### config.mk
export PLATFORM = sky130hd
export DESIGN_NAME = dualCarrierGen
export DESIGN_NICKNAME = d
export VERILOG_FILES = /design/src/rtl/dcgPkg.sv /design/src/rtl/carrierPair.sv /design/src/rtl/carrierPath.sv /design/src/rtl/downlinkCtrl.sv /design/src/rtl/dualCarrierGen.sv
export SDC_FILE = /design/constraint.sdc
export NUM_CORES = 1
export LEC_CHECK = 0
export BUFFER_PORTS_ARGS = -buffer_cell sky130_fd_sc_hd__buf_2
export CAP_MARGIN = 20
export CORE_MARGIN = 2
export CORE_UTILIZATION = 45
export CTS_BUF_LIST = sky130_fd_sc_hd__clkbuf_8
export CTS_CLUSTER_DIAMETER = 120
export DETAILED_ROUTE_END_ITERATION = 10
export PLACE_DENSITY_LB_ADDON = 0.08
export SLEW_MARGIN = 20
export SYNTH_ARGS = -nofsm -noshare
export SYNTH_HDL_FRONTEND = slang
export SYNTH_SLANG_ARGS = --single-unit
### constraint.sdc
create_clock -name clk -period 4.9 [get_ports clk]
set_clock_uncertainty 0.2 [all_clocks]
set_input_delay 0.98 -clock clk [delete_from_list [all_inputs] [get_ports clk]]
set_output_delay 0.98 -clock clk [all_outputs]
set_load 0.005 [all_outputs]
### src/rtl/dcgPkg.sv
package dcgPkg;
  // Command from the downlink control to the carrier datapath.
  typedef struct packed {
    logic run;       // carriers enabled
    logic fullDuty;  // 1: 50 % duty, 0: 25 % duty on the main carrier
  } carrierCmd_t;
endpackage

### src/rtl/carrierPair.sv
module carrierPair #(
  parameter int DIV = 8,
  parameter int DEAD = 1,
  localparam int PW = (DIV > 1) ? $clog2(DIV) : 1,
  localparam int LW = $clog2(DIV + 1)
) (
  input  logic          clk,
  input  logic          rstN,
  input  logic          run,
  input  logic [LW-1:0] highLen,
  output logic          hi,
  output logic          lo,
  output logic          periodLast
);
  logic [PW-1:0] phase;
  logic          atEnd;

  assign atEnd      = (phase == PW'(DIV - 1));
  assign periodLast = run && atEnd;

  always_ff @(posedge clk or negedge rstN) begin
    if (!rstN) begin
      phase <= '0;
      hi    <= 1'b0;
      lo    <= 1'b0;
    end else if (!run) begin
      phase <= '0;
      hi    <= 1'b0;
      lo    <= 1'b0;
    end else begin
      phase <= atEnd ? '0 : phase + 1'b1;
      hi    <= (int'(phase) < int'(highLen) - DEAD);
      lo    <= (int'(phase) >= int'(highLen)) && (int'(phase) < DIV - DEAD);
    end
  end

  assert_no_overlap_R2: assert property (@(posedge clk) disable iff (!rstN) !(hi && lo));
  assert_gap_after_hi_R2: assert property (@(posedge clk) disable iff (!rstN) hi |=> !lo);
  assert_gap_after_lo_R2: assert property (@(posedge clk) disable iff (!rstN) lo |=> !hi);
  assert_quiet_when_off_R9: assert property (@(posedge clk) disable iff (!rstN) !run |=> (!hi && !lo));
endmodule

### src/rtl/carrierPath.sv
module carrierPath
  import dcgPkg::*;
#(
  parameter int MAIN_DIV = 8,
  parameter int UP_DIV = 4,
  parameter int DEAD = 1
) (
  input  logic        clk,
  input  logic        rstN,
  input  carrierCmd_t cmd,
  output logic        mainHi,
  output logic        mainLo,
  output logic        upHi,
  output logic        upLo,
  output logic        mainPeriodLast
);
  localparam int NUM_CARRIERS = 2;
  localparam int MAIN_LW = $clog2(MAIN_DIV + 1);

  logic [MAIN_LW-1:0] mainHighLen;
  logic [NUM_CARRIERS-1:0] hiVec, loVec, lastVec;

  // Duty selection for the main carrier: half or quarter of the period.
  assign mainHighLen = cmd.fullDuty ? MAIN_LW'(MAIN_DIV / 2) : MAIN_LW'(MAIN_DIV / 4);

  for (genvar c = 0; c < NUM_CARRIERS; c++) begin : carrier
    localparam int D = (c == 0) ? MAIN_DIV : UP_DIV;
    localparam int LW = $clog2(D + 1);
    logic [LW-1:0] len;
    if (c == 0) begin : modulated
      assign len = mainHighLen;
    end else begin : steady
      assign len = LW'(D / 2);
    end
    carrierPair #(.DIV(D), .DEAD(DEAD)) pair (
      .clk        (clk),
      .rstN       (rstN),
      .run        (cmd.run),
      .highLen    (len),
      .hi         (hiVec[c]),
      .lo         (loVec[c]),
      .periodLast (lastVec[c])
    );
  end

  assign mainHi         = hiVec[0];
  assign mainLo         = loVec[0];
  assign upHi           = hiVec[1];
  assign upLo           = loVec[1];
  assign mainPeriodLast = lastVec[0];

  // Both counters restart together, so a main period end is an uplink period end.
  assert_carriers_aligned_R1: assert property (@(posedge clk) disable iff (!rstN)
    lastVec[0] |-> lastVec[1]);
endmodule

### src/rtl/downlinkCtrl.sv
module downlinkCtrl
  import dcgPkg::*;
#(
  parameter int DATA_W = 8,
  parameter int HALF_BIT_PERIODS = 64
) (
  input  logic              clk,
  input  logic              rstN,
  input  logic              txEnable,
  input  logic [DATA_W-1:0] txData,
  input  logic              txValid,
  input  logic              periodLast,
  output logic              txReady,
  output carrierCmd_t       cmd
);
  localparam int FRAME_BITS = DATA_W + 1;
  localparam int PCW = (HALF_BIT_PERIODS > 1) ? $clog2(HALF_BIT_PERIODS) : 1;
  localparam int BCW = $clog2(FRAME_BITS + 1);

  logic              pending, busy, halfOdd;
  logic [DATA_W:0]   frameReg;
  logic [PCW-1:0]    periodCnt;
  logic [BCW-1:0]    bitCnt;
  logic              halfDone;

  assign txReady  = txEnable && !busy && !pending;
  assign halfDone = (periodCnt == PCW'(HALF_BIT_PERIODS - 1));

  always_ff @(posedge clk or negedge rstN) begin
    if (!rstN) begin
      pending   <= 1'b0;
      busy      <= 1'b0;
      halfOdd   <= 1'b0;
      frameReg  <= '0;
      periodCnt <= '0;
      bitCnt    <= '0;
    end else if (!txEnable) begin
      pending   <= 1'b0;
      busy      <= 1'b0;
      halfOdd   <= 1'b0;
      periodCnt <= '0;
      bitCnt    <= '0;
    end else begin
      if (txValid && txReady) begin
        frameReg <= {1'b0, txData};  // start bit ahead of the data
        pending  <= 1'b1;
      end
      if (periodLast) begin
        if (busy) begin
          if (halfDone) begin
            periodCnt <= '0;
            halfOdd   <= ~halfOdd;
            if (halfOdd) begin
              frameReg <= {frameReg[DATA_W-1:0], 1'b0};
              bitCnt   <= bitCnt + 1'b1;
              if (bitCnt == BCW'(FRAME_BITS - 1)) busy <= 1'b0;
            end
          end else begin
            periodCnt <= periodCnt + 1'b1;
          end
        end else if (pending) begin
          busy      <= 1'b1;
          pending   <= 1'b0;
          periodCnt <= '0;
          halfOdd   <= 1'b0;
          bitCnt    <= '0;
        end
      end
    end
  end

  // Manchester level: bit in the first half, its inverse in the second.
  assign cmd.run      = txEnable;
  assign cmd.fullDuty = busy ? (frameReg[DATA_W] ^ halfOdd) : 1'b1;

  assert_duty_at_boundary_R6: assert property (@(posedge clk) disable iff (!rstN)
    (txEnable && !periodLast) |=> $stable(cmd.fullDuty));
  assert_ready_drops_R7: assert property (@(posedge clk) disable iff (!rstN)
    (txValid && txReady) |=> !txReady);
  assert_ready_after_frame_R8: assert property (@(posedge clk) disable iff (!rstN)
    $fell(busy) |-> (txReady || !txEnable));
endmodule

### src/rtl/dualCarrierGen.sv
module dualCarrierGen
  import dcgPkg::*;
#(
  parameter int MAIN_DIV = 8,
  parameter int UP_DIV = 4,
  parameter int DEAD = 1,
  parameter int DATA_W = 8,
  parameter int HALF_BIT_PERIODS = 64
) (
  input  logic              clk,
  input  logic              rstN,
  input  logic              txEnable,
  input  logic [DATA_W-1:0] txData,
  input  logic              txValid,
  output logic              txReady,
  output logic              mainHi,
  output logic              mainLo,
  output logic              upHi,
  output logic              upLo
);
  carrierCmd_t cmd;
  logic        mainPeriodLast;

  downlinkCtrl #(.DATA_W(DATA_W), .HALF_BIT_PERIODS(HALF_BIT_PERIODS)) ctrl (
    .clk        (clk),
    .rstN       (rstN),
    .txEnable   (txEnable),
    .txData     (txData),
    .txValid    (txValid),
    .periodLast (mainPeriodLast),
    .txReady    (txReady),
    .cmd        (cmd)
  );

  carrierPath #(.MAIN_DIV(MAIN_DIV), .UP_DIV(UP_DIV), .DEAD(DEAD)) path (
    .clk            (clk),
    .rstN           (rstN),
    .cmd            (cmd),
    .mainHi         (mainHi),
    .mainLo         (mainLo),
    .upHi           (upHi),
    .upLo           (upLo),
    .mainPeriodLast (mainPeriodLast)
  );
endmodule

==> results of run 1 <==
[sequential cells by signal, summed over array words and instances, names as in the netlist]
signal,count
ctrl.frameReg,9
ctrl.periodCnt,6
path.carrier.pair.phase,5
ctrl.bitCnt,4
path.carrier.pair.hi,2
path.carrier.pair.lo,2
ctrl.busy,1
ctrl.halfOdd,1
ctrl.pending,1
[Yosys cell counts (2+ instances only)]
master / instances / area, um^2
nor4_2: 2 / 25.0
nor2_1: 11 / 41.3
and3_1: 4 / 25.0
nor3_2: 2 / 20.0
a21oi_1: 4 / 20.0
and2_1: 6 / 37.5
nor3_1: 3 / 15.0
dfrtp_1: 31 / 776
nand3_1: 2 / 10.0
xnor2_1: 3 / 26.3
o21ai_1: 4 / 20.0
o21ai_0: 8 / 40.0
a21o_1: 8 / 60.1
a22o_1: 9 / 78.8
inv_1: 8 / 30.0
nand2_1: 11 / 41.3
a311oi_1: 2 / 17.5
ha_1: 11 / 138
[critical path, stage by stage]
cell and delay [ps]:
buf_2 220, inv_2 140, nor3_1 140, buf_2 140
[cells by family after synthesis]
group | after synthesis
AO/OA/AOI/OAI | 41
XOR/XNOR | 3
adder cells (fa/ha/maj) | 11
buffers and inverters | 13
flip-flops | 31
multiplexers | 2
AND/OR/NAND/NOR | 47
[per-stage QoR]
step                setup WS, ps  instances  util (%)  cell area [um^2]  power [uW]
floorplan                   2520        148         -              1590         323
global placement            2120        206      50.6              1700         342
detailed placement          2100        206      50.6              1700         346
CTS                         2100        212      52.8              1770         524
global route                2040        212      52.8              1770         543
finish                      2100        212      52.8              1770         513
[power groups by stage]
stage | Sequential, uW | Combinational [uW] | Clock [uW]
2_1_floorplan | 292 | 30.1 | 0
3_5_place_dp | 295 | 50.1 | 0
4_1_cts | 291 | 50.4 | 183
3_3_place_gp | 294 | 47.5 | 0
6_report | 291 | 48.5 | 174
5_1_grt | 294 | 57.5 | 192
[final cells by class]
cell class / count / area [um^2]
multi-input combinational: 104 / 754
fill: 328 / 1590
inverter: 9 / 33.8
clock buffer: 5 / 68.8
tap: 46 / 57.6
clock inverter: 1 / 3.75
timing repair buffer: 16 / 80.1
sequential: 31 / 776
[layer usage]
metal / vias up / track usage, % / wire [um]
met5: - / 0 / 0
met4: 0 / 9.78 / 46
met3: 4 / 4.64 / 92
met2: 19 / 27.5 / 1420
met1: 576 / 20.9 / 1400
li1: 567 / - / -
[final timing paths]
kind	slack, ps	to	start	cells after the start
setup / recovery	2100	txReady	txEnable	4
hold / removal	250	path.carrier[1].pair.phase[0]	path.carrier[1].pair.phase[0]	1
setup reg to reg	2870	ctrl.frameReg[3]	path.carrier[0].pair.phase[0]	6
hold reg to reg	250	path.carrier[1].pair.phase[0]	path.carrier[1].pair.phase[0]	1
max in group asynchronous	3510	ctrl.busy	rstN	1
min in group asynchronous	540	path.carrier[0].pair.phase[2]	rstN	1
==> run_results.csv, run 1 <==
group,metric,value,unit
synth,synth_ff_type,"dfrtp_1",
cts,clk_pin_slew_worst_paths,50,ps
layout,area_growth,11.5,%
timing,finalCritPeriodShare,57.1,%
layout,fin_nets,190,
synth,synth_compound_area_share,17.8,%
synth,synth_top_family_by_area,"simple AND/OR/NAND/NOR gates",
setup_path,crit_type,"primary input to output pin",
pwr,p_sw,120,uW
setup_path,required,3720,ps
setup_path,cp-start-kind,"primary input",
timing,tns,0,ps
synth,ys_seq_area_share,48.7,%
synth,ys_warn_count,0,
detailed_routing,drc,0,
pwr,pwr-share-comb,9.4,%
timing,clock.fmax,358,MHz
layout,antennaDiodeCount,0,
pwr,seq_power_share,56.7,%
cts,postCtsSetupRepairBufs,0,
detailed_routing,vias,1166,
detailed_routing,wl,2960,um
cts,cts.htree.levels,2,
pwr,peakVddDrop,0.246,mV
detailed_routing,firstDrtPassIters,4,
cts,postCtsHoldBufs,0,
place,place_congestion,0.756,
floorplanning,dieArea,4030,um^2
global_routing,grt_max_degree,32,
floorplanning,core_area,3360,um^2
synth,synthArstFlopShare,100,%
timing,setup_viol,0,
timing,slew_headroom,54.4,%
timing,hold_viol_final,0,
job,cap_violations,0,
synth,syn_inst,148,
timing,rsz0062_at_grt,"false",
floorplanning,dieHeight,63.5,um
timing,finalMaxSlewViolations,0,
timing,period_needed,2800,ps
floorplanning,start_util,47.3,%
pwr,p_sw_share,23.4,%
floorplanning,rows,21,
global_routing,grt_pass1_wl,5220,um
synth,netlist-cell-type-count,37,
global_routing,antenna_found_initial,0,
cts,clockBufferDepth,2,
synth,synth_edf_count,0,
cts,cts_tree,"built",
cts,cts_buffers,5,
global_routing,track_usage,17.2,%
synth,yosys.area_share.simple,18.0,%
timing,hold-worst-slack,250,ps
synth,syn_area_per_cell,10.8,um^2
floorplanning,pin_count,17,
place,portBuffers,16,
layout,final_layout_size_suffix_gt1_share,18.7,%
pwr,power_leakage,0.000850,uW
detailed_routing,drt_iter0_drc,32,
synth,synth_xor_area_share,1.65,%
place,post-dp-hpwl,2150,um
cts,cts_root_buffer,"clkbuf_8",
cts,cts.sinks,31,
pwr,clockPowerShare,33.8,%
setup_path,cp.arrival,1620,ps
floorplanning,dieWidth,63.5,um
pwr,internal-power,393,uW
status,outcome,"finished clean",
layout,final_common_cell,"dfrtp_1",
cts,clock_latency,280,ps
layout,final_cell_mix,"31 x dfrtp_1, 16 x buf_2, 11 x nor2_1, 11 x nand2_1, 11 x ha_1",
synth,synth_mux_area_share,1.34,%
detailed_routing,drtAntennaViolNets,0,
synth,ys_ff_latch,31,
global_routing,overflow,0,
setup_path,critical_path.endpoint_type,"output pin",
detailed_routing,via_per_inst,5.50,
timing,worst_pin_slew,684,ps
synth,syn_area,1590,um^2
global_routing,grt_pass1_vias,1125,
synth,yosys.area_share.adder,8.65,%
synth,syn_nets,171,
pwr,p_per_area,289,nW/um^2
min_path,min_path_type,"register to register",
cts,post_cts_resized,0,
detailed_routing,wl_per_cell,13.9,um
setup_path,cp_max_fo,14,
No activity file was read; power rests on OpenSTA's default activity.
==> inputs of run 2 (changes only) <==
ABC_AREA = 1   (was default)
clock period = 2.9 ns   (was 4.9 ns; I/O delays follow)
==> run_results.csv, run 2 <==
group,metric,value,unit
place,portBuffers,16,
synth,yosys.area_share.simple,35.9,%
timing,clock.fmax,477,MHz
detailed_routing,wl_per_cell,12.2,um
layout,largest_reg_flops,9,
timing,tns,0,ps
synth,synth_top_area_share,42.5,%
synth,yosys.area_share.adder,7.54,%
synth,synthArstFlopShare,100,%
layout,final_cell_mix,"79 x nand2_1, 34 x inv_1, 31 x dfrtp_1",
cts,clock_latency,290,ps
synth,synth_top_family_by_area,"simple AND/OR/NAND/NOR gates",
setup_path,critical_path.endpoint_type,"output pin",
timing,slew_headroom,52.3,%
synth,ys_seq_area_share,42.5,%
setup_path,cp.arrival,1320,ps
synth,syn_nets,264,
cts,cts.sinks,31,
setup_path,cp-start-kind,"register",
global_routing,antenna_found_initial,0,
layout,fin_nets,281,
floorplanning,dieWidth,67.7,um
timing,worst_pin_slew,716,ps
layout,top_register,"ctrl.frameReg",
synth,ys_warn_count,0,
synth,syn_area,1830,um^2
detailed_routing,vias,1499,
cts,cts_tree,"built",
layout,area_growth,11.3,%
floorplanning,start_util,46.3,%
min_path,min_path_type,"primary input to asynchronous set/reset pin",
detailed_routing,drt_iter0_drc,83,
synth,yosys.area.top_type,"dfrtp_1",
synth,synth_xor_area_share,0,%
cts,cts.htree.levels,2,
global_routing,grt_pass1_vias,1314,
cts,clk_pin_slew_worst_paths,60,ps
timing,finalCritPeriodShare,72.3,%
layout,final_layout_size_suffix_gt1_share,12.4,%
setup_path,cp_max_fo,10,
synth,synth_compound_area_share,3.98,%
layout,final_common_cell,"nand2_1",
timing,hold_viol_final,0,
floorplanning,core_area,3940,um^2
timing,rsz0062_at_grt,"false",
layout,nFillCells,408,
layout,final_cells,309,
detailed_routing,drc,0,
layout,antennaDiodeCount,0,
floorplanning,dieArea,4580,um^2
synth,synth_edf_count,0,
floorplanning,pin_count,17,
cts,cts_buffers,5,
timing,hold-worst-slack,148,ps
pwr,p_per_area,498,nW/um^2
synth,synth_ff_type,"dfrtp_1",
detailed_routing,drtAntennaViolNets,0,
synth,yosys-top-cells-count,"79 x nand2_1, 33 x inv_1, 31 x dfrtp_1",
place,place_congestion,0.752,
cts,cts_root_buffer,"clkbuf_8",
cts,post_cts_resized,0,
setup_path,required,2120,ps
place,post-dp-hpwl,2630,um
cts,postCtsHoldBufs,0,
pwr,total_power,1010,uW
timing,finalMaxSlewViolations,0,
synth,yosysMostFrequentCell,"nand2_1",
synth,yosys-top-cells-area,"dfrtp_1 42%, nand2_1 16%, ha_1 7.5%",
global_routing,track_usage,18.6,%
synth,syn_area_per_cell,7.57,um^2
floorplanning,dieHeight,67.7,um
place,placedCellCount,301,
synth,syn_inst,241,
detailed_routing,wl,3770,um
timing,setup_viol,0,
cts,postCtsSetupRepairBufs,0,
global_routing,overflow,0,
pwr,peakVddDrop,0.338,mV
layout,top_regs,"ctrl.frameReg: 9 flops, ctrl.periodCnt: 6 flops, path.carrier.pair.phase: 5 flops",
setup_path,crit_type,"register to output pin",
timing,period_needed,2100,ps
synth,netlist-cell-type-count,23,
global_routing,grt_pass1_wl,6240,um
floorplanning,rows,23,
job,cap_violations,0,
cts,clockBufferDepth,2,
synth,synth_mux_area_share,0.548,%
pwr,power_leakage,0.00111,uW
detailed_routing,via_per_inst,4.85,
synth,ys_ff_latch,31,
global_routing,grt_max_degree,32,
status,outcome,"finished clean",
detailed_routing,firstDrtPassIters,4,
run 2: changes by cell type after synthesis, sizes merged, moves of 3 or more:
cell | before | now
a22o | 9 | 0
xnor2 | 3 | 0
nand2 | 11 | 81
nand3 | 4 | 22
nor3 | 5 | 2
nor2 | 11 | 18
a21oi | 4 | 8
and3 | 4 | 0
inv | 9 | 34
nand4 | 0 | 17
o21ai | 13 | 5
a21o | 8 | 0
and2 | 6 | 0
run 2: path summary, 6_finish.rpt:
path	startpoint	to	slack, ps	cells past startpoint
max in group asynchronous	rstN	ctrl.frameReg[6]	1890	1
min in group clk	path.carrier[1].pair.phase[0]	path.carrier[1].pair.phase[0]	270	1
setup / recovery	ctrl.busy	txReady	800	4
setup reg to reg	path.carrier[0].pair.phase[0]	ctrl.frameReg[8]	960	8
hold / removal	rstN	ctrl.periodCnt[2]	150	1
hold reg to reg	path.carrier[1].pair.phase[0]	path.carrier[1].pair.phase[0]	270	1
run 2: cells by family after synthesis:
group | after synthesis
buf+inv | 42
mux | 1
simple gates | 142
fa+ha+maj | 11
compound gates | 14
flops | 31
run 2: worst max-delay path, cell delays in order (launching register included):
cell and delay [ps]:
dfrtp_1 440, nor2_4 290, nand2_4 90, inv_1 100, buf_2 120
run 2: area by class of cell:
class	instances	area [um^2]	area share (%)
Multi-Input combinational cell	168	876	43.1
Sequential cell	31	776	38.2
Inverter	36	138	6.77
Clock buffer	7	96.3	4.74
Timing Repair Buffer	16	80.1	3.94
Tap cell	50	62.6	3.08
Clock inverter	1	3.75	0.185
run 2: per-stage QoR:
stage / worst slack [ps] / util (%) / instance area [um^2]
after floorplan: 1230 / - / 1830
after global placement: 813 / 49.0 / 1930
after detailed placement: 797 / 49.0 / 1930
after CTS: 778 / 51.5 / 2030
after global routing: 711 / 51.5 / 2030
final: 803 / 51.5 / 2030
run 2: power breakdown:
group / internal (uW) / leakage, uW / switching [uW] / total, uW
combinational: 51.3 / 0.000642 / 90.2 / 142
sequential: 468 / 0.000415 / 27.7 / 496
clock: 213 / 0.0000557 / 161 / 374
total: 732 / 0.00111 / 279 / 1010
run 2: routing by layer:
metal / wire length, um / GRT usage (%) / vias up
met1: 1900 / 25.9 / 657
met3: 174 / 6.50 / 5
met5: 0 / 0 / -
li1: - / - / 807
met4: 40 / 5.36 / 0
met2: 1660 / 27.2 / 30
